File: src/rtl/mfr_pkg.sv
`timescale 1ns/1ps
package mfr_pkg;

  typedef enum logic [2:0] {
    S_IDLE, S_CMD, S_DUMMY, S_DATA, S_REL, S_DONE
  } seq_state_t;

  // opcode plus (code+1) address bytes, in serial clocks
  function automatic logic [5:0] cmd_bits(input logic [1:0] code);
    return 6'd16 + {1'b0, code, 3'b000};
  endfunction

  // whole dummy bytes plus extra single clocks
  function automatic logic [5:0] dummy_clks(input logic [1:0] dbytes,
                                            input logic [4:0] extra);
    return {1'b0, dbytes, 3'b000} + {1'b0, extra};
  endfunction

  function automatic logic [5:0] data_clks(input logic quad);
    return quad ? 6'd8 : 6'd32;
  endfunction

  // left-justify the used address bytes inside 32 bits
  function automatic logic [31:0] place_addr(input logic [31:0] a,
                                             input logic [1:0] code);
    return a << (5'd8 * (5'd3 - {3'b000, code}));
  endfunction

  function automatic logic [31:0] byte_swap(input logic [31:0] w);
    return {w[7:0], w[15:8], w[23:16], w[31:24]};
  endfunction

endpackage

File: src/rtl/mfr_seq.sv
`timescale 1ns/1ps
module mfr_seq #(
  parameter int ADDR_W = 32  // at most 32
) (
  input  logic              clk,
  input  logic              rst_n,
  input  logic [31:0]       cfg_setup,
  input  logic              switch_on,
  input  logic              req_valid,
  input  logic [ADDR_W-1:0] req_addr,
  input  logic [3:0]        io_in,
  output logic              tr_sclk,
  output logic              tr_cs_n,
  output logic [3:0]        tr_io_out,
  output logic [3:0]        tr_io_oe,
  output logic              busy,
  output logic              rsp_ready,
  output logic [31:0]       rsp_data
);
  import mfr_pkg::*;

  localparam int TX_W = 40;

  seq_state_t        state;
  logic              half;
  logic [5:0]        cnt;
  logic [TX_W-1:0]   tx_sr;
  logic [31:0]       rx_sr;
  logic              quad_q;
  logic [5:0]        dclk_q;

  wire [7:0]  f_op    = cfg_setup[7:0];
  wire [1:0]  f_abyte = cfg_setup[9:8];
  wire [1:0]  f_dbyte = cfg_setup[11:10];
  wire [1:0]  f_mode  = cfg_setup[13:12];
  wire [4:0]  f_extra = cfg_setup[28:24];
  wire [31:0] addr_ext = 32'(req_addr);

  wire idle_now  = (state == S_IDLE);
  wire req_fire  = req_valid && idle_now;
  wire launch    = req_fire && switch_on;
  wire bypass    = req_fire && !switch_on;
  wire active    = (state == S_CMD) || (state == S_DUMMY) || (state == S_DATA);
  wire last_clk  = active && half && (cnt == 6'd1);

  always_ff @(posedge clk or negedge rst_n) begin
    if (!rst_n) begin
      state     <= S_IDLE;
      half      <= 1'b0;
      cnt       <= '0;
      tx_sr     <= '0;
      rx_sr     <= '0;
      quad_q    <= 1'b0;
      dclk_q    <= '0;
      rsp_ready <= 1'b0;
      rsp_data  <= '0;
    end else begin
      rsp_ready <= 1'b0;
      case (state)
        S_IDLE: begin
          half <= 1'b0;
          if (launch) begin
            tx_sr  <= {f_op, place_addr(addr_ext, f_abyte)};
            quad_q <= (f_mode == 2'd3);
            dclk_q <= dummy_clks(f_dbyte, f_extra);
            cnt    <= cmd_bits(f_abyte);
            rx_sr  <= '0;
            state  <= S_CMD;
          end else if (bypass) begin
            rsp_ready <= 1'b1;
            rsp_data  <= '0;
          end
        end
        S_CMD, S_DUMMY, S_DATA: begin
          half <= ~half;
          if (half) begin
            if (state == S_DATA)
              rx_sr <= quad_q ? {rx_sr[27:0], io_in} : {rx_sr[30:0], io_in[1]};
            if (state == S_CMD)
              tx_sr <= tx_sr << 1;
            if (cnt == 6'd1) begin
              if (state == S_CMD && dclk_q != 6'd0) begin
                state <= S_DUMMY;
                cnt   <= dclk_q;
              end else if (state != S_DATA) begin
                state <= S_DATA;
                cnt   <= data_clks(quad_q);
              end else begin
                state <= S_REL;
              end
            end else begin
              cnt <= cnt - 6'd1;
            end
          end
        end
        S_REL: begin
          state     <= S_DONE;
          rsp_ready <= 1'b1;
          rsp_data  <= byte_swap(rx_sr);
        end
        default: state <= S_IDLE;
      endcase
    end
  end

  assign tr_cs_n   = !active;
  assign tr_sclk   = active && half;
  assign tr_io_out = {3'b000, tx_sr[TX_W-1]};
  assign tr_io_oe  = (state == S_CMD) ? 4'b0001 : 4'b0000;
  assign busy      = !idle_now;

  // release is followed one cycle later by the ready pulse
  a_r7_ready_after_release: assert property (@(posedge clk) disable iff (!rst_n)
    $rose(tr_cs_n) |=> rsp_ready);

  // a sequence only starts from an accepted strobe with the switch on
  a_r7_start_from_strobe: assert property (@(posedge clk) disable iff (!rst_n)
    $fell(tr_cs_n) |-> $past(req_valid && switch_on));

  // bypassed strobe answers zero next cycle and stays deselected
  a_r8_bypass_zero: assert property (@(posedge clk) disable iff (!rst_n)
    (req_valid && !busy && !switch_on) |=> (rsp_ready && rsp_data == 32'd0 && tr_cs_n));

  // no serial clock while deselected
  a_r1_sclk_quiet: assert property (@(posedge clk) disable iff (!rst_n)
    tr_cs_n |-> !tr_sclk);

  // a strobe in flight never produces a chip select edge
  a_r10_busy_ignore: assert property (@(posedge clk) disable iff (!rst_n)
    (req_valid && active && !last_clk) |=> !$fell(tr_cs_n) && !rsp_ready);

endmodule

File: src/rtl/mfr_pinmux.sv
`timescale 1ns/1ps
module mfr_pinmux #(
  parameter int LANES = 4
) (
  input  logic             own_tr,
  input  logic             tr_sclk,
  input  logic             tr_cs_n,
  input  logic [LANES-1:0] tr_io_out,
  input  logic [LANES-1:0] tr_io_oe,
  input  logic             eng_sclk,
  input  logic             eng_cs_n,
  input  logic [LANES-1:0] eng_io_out,
  input  logic [LANES-1:0] eng_io_oe,
  output logic             spi_sclk,
  output logic             spi_cs_n,
  output logic [LANES-1:0] spi_io_out,
  output logic [LANES-1:0] spi_io_oe
);
  assign spi_sclk = own_tr ? tr_sclk : eng_sclk;
  assign spi_cs_n = own_tr ? tr_cs_n : eng_cs_n;

  for (genvar g = 0; g < LANES; g++) begin : g_lane
    assign spi_io_out[g] = own_tr ? tr_io_out[g] : eng_io_out[g];
    assign spi_io_oe[g]  = own_tr ? tr_io_oe[g]  : eng_io_oe[g];
  end
endmodule

File: src/rtl/mmap_flash_rd.sv
`timescale 1ns/1ps
module mmap_flash_rd #(
  parameter int ADDR_W = 32
) (
  input  logic              clk,
  input  logic              rst_n,
  input  logic [31:0]       cfg_setup,
  input  logic              cfg_switch,
  input  logic              req_valid,
  input  logic [ADDR_W-1:0] req_addr,
  output logic              rsp_ready,
  output logic [31:0]       rsp_data,
  input  logic              eng_sclk,
  input  logic              eng_cs_n,
  input  logic [3:0]        eng_io_out,
  input  logic [3:0]        eng_io_oe,
  output logic              spi_sclk,
  output logic              spi_cs_n,
  output logic [3:0]        spi_io_out,
  output logic [3:0]        spi_io_oe,
  input  logic [3:0]        spi_io_in
);
  logic       tr_sclk, tr_cs_n, busy;
  logic [3:0] tr_io_out, tr_io_oe;

  mfr_seq #(.ADDR_W(ADDR_W)) u_seq (
    .clk(clk), .rst_n(rst_n), .cfg_setup(cfg_setup), .switch_on(cfg_switch),
    .req_valid(req_valid), .req_addr(req_addr), .io_in(spi_io_in),
    .tr_sclk(tr_sclk), .tr_cs_n(tr_cs_n), .tr_io_out(tr_io_out),
    .tr_io_oe(tr_io_oe), .busy(busy), .rsp_ready(rsp_ready), .rsp_data(rsp_data)
  );

  wire own_tr = cfg_switch || busy;

  mfr_pinmux #(.LANES(4)) u_mux (
    .own_tr(own_tr), .tr_sclk(tr_sclk), .tr_cs_n(tr_cs_n),
    .tr_io_out(tr_io_out), .tr_io_oe(tr_io_oe),
    .eng_sclk(eng_sclk), .eng_cs_n(eng_cs_n), .eng_io_out(eng_io_out),
    .eng_io_oe(eng_io_oe), .spi_sclk(spi_sclk), .spi_cs_n(spi_cs_n),
    .spi_io_out(spi_io_out), .spi_io_oe(spi_io_oe)
  );

  // the translator keeps the pins while a transaction is in flight
  a_r9_hold_pins: assert property (@(posedge clk) disable iff (!rst_n)
    (busy && !cfg_switch) |-> (spi_cs_n == tr_cs_n));
endmodule

File: config.mk
export PLATFORM = sky130hd
export DESIGN_NAME = mmap_flash_rd
export DESIGN_NICKNAME = d
export VERILOG_FILES = /design/src/rtl/mfr_pkg.sv /design/src/rtl/mfr_seq.sv /design/src/rtl/mfr_pinmux.sv /design/src/rtl/mmap_flash_rd.sv
export SDC_FILE = /design/constraint.sdc
export NUM_CORES = 1
export LEC_CHECK = 0
export ABC_AREA = 1
export BUFFER_PORTS_ARGS = -buffer_cell sky130_fd_sc_hd__clkbuf_2
export CAP_MARGIN = 20
export CORE_MARGIN = 4
export CORE_UTILIZATION = 51
export CTS_CLUSTER_SIZE = 20
export DETAILED_ROUTE_END_ITERATION = 12
export HOLD_SLACK_MARGIN = 0.03
export PLACE_DENSITY = 0.8
export SKIP_LAST_GASP = 1
export SLEW_MARGIN = 40
export SYNTH_ARGS = -nofsm -noshare
export SYNTH_HDL_FRONTEND = slang
export SYNTH_HIERARCHICAL = 1
export SYNTH_SLANG_ARGS = --single-unit
export TNS_END_PERCENT = 20
File: constraint.sdc
create_clock -name clk -period 1.7 [get_ports clk]
set_input_delay 0.085 -clock clk [delete_from_list [all_inputs] [get_ports clk]]
set_output_delay 0.085 -clock clk [all_outputs]
set_load 0.03 [all_outputs]
==> impl_results.md, run 1 <==
* Outcome: finished, violations left
* Failing checks: setup timing
* CP arrival at 1710 ps
* Max H-tree Level at 4
* Worst slew pin tran at 513 ps
* Fin Clk Skew at 6.63 ps
* Max-slew violation count at 0
* Library cells used by synthesis at 39
* Layout area overhead at 31.5%
* Worst hold path stage count at 3
* Final Core Density at 68.6%
* Clk root buf: clkbuf_16
* CTS tree: yes
* Dpl cells at about 1.1k
* R2R depth at 7
* Setup crit end kind: primary output
* Peak VDD IR at 1.03 mV
* Synthesized area per cell at approximately 8 um2
* CP required at 1620 ps
* Post-synth EDFFs at 0
* Clock Latency Late Sink at approximately 420 ps
* DRC at 0
* Share of the synthesized area in the top cell type at 46.2%
* Worst reg2reg path endpoint: u_seq/state[0]
* Slew margin rel. at approximately two thirds
* Horiz. Die Dim at 122 um
* Overflow after GRT at 0
* CP Max Fanout at 6
* Final period util at 105%
* Max-cap violations at 0
* Leading area contributor after synthesis: dfrtp_1
* #FFs+latches synth at 122
* Hold Path Class: primary input to flop
* All-Layer GR Usage at 23.0%
* Largest cells by area after synthesis: dfrtp_1, nand2_1, o21ai_0
* Final setup margin at -90.8 ps
* Leak pwr at 4.37 nW
* CP Class: flop to primary output
* Nets at 1068
* Post-synthesis sequential area ratio at 46.2%
* HP Start: spi_io_in[1]
* Initial antenna violation count at 0
* Area of the mapped netlist at 6610 um2
* R2R setup slack at -60 ps
* Core ar. at 12700 um2
* Antenna cells at 0
* Crit path launch type: flop
* Clk sinks at about 120
* CP Cell Sequence: nor2_4 -> nand2_4 -> inv_4 -> nand2_8 -> clkinvlp_4 -> nand2_1 -> nand2_2 -> buf_8
* Total power draw at 18.5 mW
* Reg2reg start: u_seq/state[0]
* Final Hold Fails at 0
* Final Non-Filler Cells at between 1k and 1.5k
* Vias in the first global route at 5542
* Final min period at 1790 ps
* Final setup violation count at 52
* Routed vias at roughly 6.2k
* Most frequent cells in the layout: nand2_1, dfrtp_1, clkbuf_2
* Die area at 14800 um2
* Post-Route WL at 17600 um
* Top Ports at 125
* Fillers at 978
* Share of cells above drive strength 1 at a little over a quarter
* DP Wirelength at between 10000 and 15000 um
* Initial core utilization at 52.2%
* Antenna viol nets, final at 0
* Global-route wire length before repair at 26900 um
* 1st-pass router iterations at 6
* Primary FF master, synth: dfrtp_1
* Core Rows at 41
* Fmax at 0.558 GHz
* Slowest CP cell: dfrtp_2
* Unrepaired setup endpoints after global routing: true
* RD Place Congestion at 0.940
* Async SR Flop Fraction at 100%
* Worst Hold End: u_seq/rx_sr[1]
* Clock Path Buffers at 2
* Pwr Density at 2130 nW/um2
* Commonest non-fill, non-tap cell in the layout: nand2_1
* First DRT Iteration DRCs at 629
* Syn. warnings at 6
* CP max stage delay at 430 ps
* Die Y at 122 um
* CTS buffer count at 17
* Pin count of the biggest net entering global routing at 60
* Routed WL per cell at about 15 um
* Port bufs at about 110
* Clock-pin slew on the worst setup and hold paths at 50 ps
* Synth Instances at 836
* Vias per Instance at between 5 and 6
Yosys cell counts, types with 4 or more instances:
cell / n
nand3_1: 36
inv_1: 93
buf_2: 17
o22ai_1: 31
a31oi_1: 5
nand2_2: 21
nand2_1: 257
o211ai_1: 36
o21ai_2: 20
inv_2: 4
nor2_1: 24
o21ai_0: 78
a22oi_1: 8
nand4_1: 4
clkbuf_1: 19
a21oi_1: 6
o21ai_1: 9
buf_4: 12
dfrtp_1: 122
per-layer routing:
layer / track usage [%] / share of wire (%)
met1: 30.8 / 41
met2: 36.5 / 49
met3: 5.01 / 6.9
met4: 9.24 / 2.7
met5: 0 / 0
kinds of logic after synthesis:
group / count (synthesis) / share of synthesized area [%]
AND/OR/NAND/NOR: 352 / 22.6
AO/OA/AOI/OAI: 195 / 18.5
buffers and inverters: 157 / 10.9
flip-flops: 122 / 46.2
adder cells (fa/ha/maj): 4 / 0.871
multiplexers: 3 / 0.511
XOR/XNOR: 2 / 0.265
other: 1 / 0.0567
metrics by stage:
step / hold slack (ps) / worst slack (ps) / area [um2] / setup TNS [ps]
floorplan: -211 / 149 / 6630 / 0
global placement: 82.7 / 37.4 / 7400 / 0
detailed placement: 85.5 / -33.8 / 7400 / -63.0
CTS: 31.8 / -48.1 / 8460 / -600
global route: 61.9 / -173 / 8690 / -8000
finish: 47.8 / -90.8 / 8690 / -1510
final cells by class:
type / instances / area [um2] / share of cell area (%)
timing repair inverter: 2 / 16.3 / 0.187
inverter: 102 / 418 / 4.81
multi-input combinational: 562 / 2930 / 33.7
tap: 172 / 215 / 2.48
clock buffer: 21 / 470 / 5.41
timing repair buffer: 175 / 1400 / 16.1
sequential: 122 / 3060 / 35.2
clock inverter: 11 / 189 / 2.17
power breakdown:
| part | internal (mW) | switching, mW | leakage (nW) |
|---|---|---|---|
| combinational | 3.80 | 5.97 | 2.45 |
| clock | 2.71 | 1.27 | 0.319 |
| sequential | 4.06 | 0.734 | 1.60 |
worst max-delay path: cells and delay by family (launching register included):
family | cells | cell delay [ps]
AND/OR/NAND/NOR | 5 | 530
buffers and inverters | 3 | 310
flip-flops | 1 | 430
worst max-delay path by stage:
stage,depth (start not counted),from,end
2_1_floorplan,10,u_seq/state[0],u_seq/rx_sr[10]
3_3_place_gp,9,u_seq/state[0],u_seq/tx_sr[0]
3_5_place_dp,8,u_seq/state[0],u_seq/tx_sr[33]
4_1_cts,8,u_seq/state[1],spi_io_out[1]
5_1_grt,8,u_seq/state[0],spi_io_oe[3]
6_report,8,u_seq/state[0],spi_io_oe[3]
state kept, by name (all words and copies together), names as in the netlist:
signal	count
u_seq/rsp_ready	1
u_seq/state	3
u_seq/rsp_data	32
u_seq/rx_sr	32
u_seq/cnt	6
u_seq/quad_q	1
u_seq/tx_sr	40
u_seq/dclk_q	6
u_seq/half	1
what timing repair did:
| item | in CTS | in global routing |
|---|---|---|
| gates cloned | 2 | 5 |
| hold buffers | 15 | 0 |
| gates resized for setup | 38 | 30 |
| endpoints found under the setup margin | 19 | 90 |
| setup buffers | 9 | 10 |
| pin swaps | 3 | 4 |
| hold endpoints to repair | 48 | 0 |
No activity file was read; power rests on OpenSTA's default activity.
==> inputs of run 2 (changes only) <==
--- a/config.mk
+++ b/config.mk
@@ -9,11 +9,11 @@
 export BUFFER_PORTS_ARGS = -buffer_cell sky130_fd_sc_hd__clkbuf_2
 export CAP_MARGIN = 20
 export CORE_MARGIN = 4
-export CORE_UTILIZATION = 51
+export CORE_UTILIZATION = 30
 export CTS_CLUSTER_SIZE = 20
 export DETAILED_ROUTE_END_ITERATION = 12
 export HOLD_SLACK_MARGIN = 0.03
-export PLACE_DENSITY = 0.8
+export PLACE_DENSITY = 0.53
 export SKIP_LAST_GASP = 1
 export SLEW_MARGIN = 40
 export SYNTH_ARGS = -nofsm -noshare
==> run 2 against run 1 <==
  * Register-to-register slack about the same
  * Global-route usage down 8.5 points
  * The run still ends with setup timing left
  * Non-clock buffer count up 1
  * Clock power down 5%
  * First-iteration DRC count down 35%
  * Largest cell class unchanged
  * Count of clock-buffer cells in the layout down 2
  * Routed wire length up 3.8%
  * Flip-flop and latch count unchanged
  * Largest power group unchanged
==> impl_results.md, run 2 (synthesis gave the netlist of run 1 again) <==
* Pwr Density at 2070 nW/um2
* Peak VDD IR at approximately 0.85 mV
* Largest register by flop count: u_seq/tx_sr
* CP bufs+invs at 4
* Post-place setup slack at 21.2 ps
* Worst slew pin tran at 519 ps
* All-Layer GR Usage at 14.5%
* Clock power frac at 20.8%
* Final setup violation count at 10
* Dpl cells at 1207
* Final min period at 1760 ps
* Pin count of the biggest net entering global routing at 60
* Sequential power share at 26.1%
* RD Place Congestion at 0.809
* Wire length on met2 at 8860 um
* Clk sinks at 122
* Flip-flop count of the largest register after layout at 40
* 1st-pass router iterations at 5
* Largest regs: u_seq/tx_sr (40), u_seq/rsp_data (32), u_seq/rx_sr (32)
* Crit path from: u_seq/state[1]
* Post-Route WL at 18300 um
* Final Non-Filler Cells at about 1.3k
* Routed WL per cell at 14.3 um
* Core ar. at 21800 um2
* CP Class: flop to flop
* DP Wirelength at 12100 um
* Fmax at 0.569 GHz
* Outcome: finished, violations left
* Die area at 24500 um2
* Internal Power at 10.3 mW
* Slowest CP cell: dfrtp_2
* Antenna cells at 0
* First DRT Iteration DRCs at 406
* Fin Clk Skew at 6.78 ps
* Setup crit end kind: flop
* CP Max Fanout at 8
* Final setup margin at -58.9 ps
* HP Start: spi_io_in[1]
* Antenna viol nets, final at 0
* Share of cells above drive strength 1 at 28.0%
* Total power draw at roughly 18 mW
* Max layer used: met4
* Crit path depth at 10
* Hold Path Class: primary input to flop
* Core Rows at 54
* Most frequent cells in the layout: nand2_1, dfrtp_1, clkbuf_2
* Max-slew violation count at 0
* Clock-pin slew on the worst setup and hold paths at 50 ps
* Vias per Instance at 4.66
* Net switching power at 7.94 mW
* CP arrival at 2110 ps
* M1 WL at ~8400 um
* R2R depth at 10
* Sequential cell area at slightly above 3000 um2
* Port bufs at 111
* Routed vias at 5941
* Failing checks: setup timing
* Leak pwr at 4.35 nW
* Slew margin rel. at 65.4%
* Initial core utilization at 30.4%
* Area of the multi-input gates at about 3000 um2
* Final Hold Fails at 0
* Reg2reg start: u_seq/state[1]
* Max-cap violations at 0
* Top Ports at 125
* Layout area overhead at 32.8%
* Clock Path Buffers at 2
* Overflow after GRT at 0
* Horiz. Die Dim at 156 um
* Fillers at 2199
* DRC at 0
* Vias in the first global route at 5609
* DR WL met3 at about 740 um
* Die Y at 156 um
* Unrepaired setup endpoints after global routing: true
* Commonest non-fill, non-tap cell in the layout: nand2_1
* CTS buffer count at 17
* Global-route wire length before repair at 28500 um
* CP Cell Sequence: nor2_4 -> buf_4 -> buf_4 -> nor2_4 -> buf_12 -> clkbuf_4 -> nand2_1 -> o21ai_0 -> nand2_1 -> nand2_1
* CP required at 2050 ps
* Nets at 1070
* CP max stage delay at 410 ps
* Worst hold path stage count at 3
* Most used cell, CP: nand2_1
* Initial antenna violation count at 0
* Final period util at 103%
* CP top delay family: buffers and inverters
* Net switching fraction of the power at 43.6%
* Clock Latency Late Sink at 410 ps
* Clk root buf: clkbuf_16
* CTS tree: yes
* Gate power share at a little over half
* Crit path launch type: flop
* Max H-tree Level at 4
run 2: cell count changes in the layout (fill, tap and decap cells not counted), moves of 3 or more:
cell and change:
clkbuf_2 +3, nand2_4 +3, nand2_1 -4, clkbuf_8 -5, inv_2 +4, clkbuf_4 +3
run 2: timing repair:
action,4_1_cts,5_1_grt
cloned,2,5
pin swaps,5,10
endpoints found under the hold margin,47,0
gates resized for setup,29,33
hold buffers,16,0
buffers inserted,5,11
endpoints found under the setup margin,11,91
run 2: worst paths after layout:
path / to / slack, ps
hold reg to reg: u_seq/tx_sr[19] / 470
setup / recovery: u_seq/tx_sr[30] / -60
hold / removal: u_seq/rx_sr[1] / 50
max in group asynchronous: u_seq/state[1] / 970
setup reg to reg: u_seq/tx_sr[30] / -60
min in group asynchronous: u_seq/tx_sr[35] / 190
run 2: power groups by stage:
stage / logic, mW / clock network (mW) / registers, mW
global route: 10.7 / 4.00 / 4.90
floorplan: 5.59 / 0 / 5.27
detailed placement: 8.17 / 0 / 4.78
finish: 9.65 / 3.79 / 4.75
global placement: 8.09 / 0 / 4.77
CTS: 8.75 / 3.88 / 4.75
run 2: per-layer routing:
metal	vias to the layer above	GRT usage (%)
met3	21	2.85
met2	122	23.7
met1	2789	19.6
met4	0	4.30
met5	-	0
li1	3009	-
run 2: final cells by class:
class                   count  area share, %
clock buffers              19           5.04
clock inverters            12           1.98
inverters                 102           4.60
multi-input cells         562           33.9
flip-flops and latches    122           34.8
well taps                 280           3.99
repair buffers            176           15.5
repair inverters            3          0.271
run 2: stage by stage:
step	util (%)	instance area, um2	setup TNS (ps)	hold WS (ps)
floorplan	-	6630	0	-211
global placement	34.8	7570	0	94.2
detailed placement	34.8	7570	0	88.9
CTS	39.1	8510	-1300	33.5
global route	40.4	8780	-3880	61.3
finish	40.4	8780	-228	47.9
run 2: worst reg2reg max path, delay by kind of cell, from the launching register on:
family | cells | cell delay [ps]
AOI/OAI and AO/OA | 1 | 120
buffers and inverters | 4 | 630
DFF | 1 | 410
and+or+nand+nor | 5 | 550
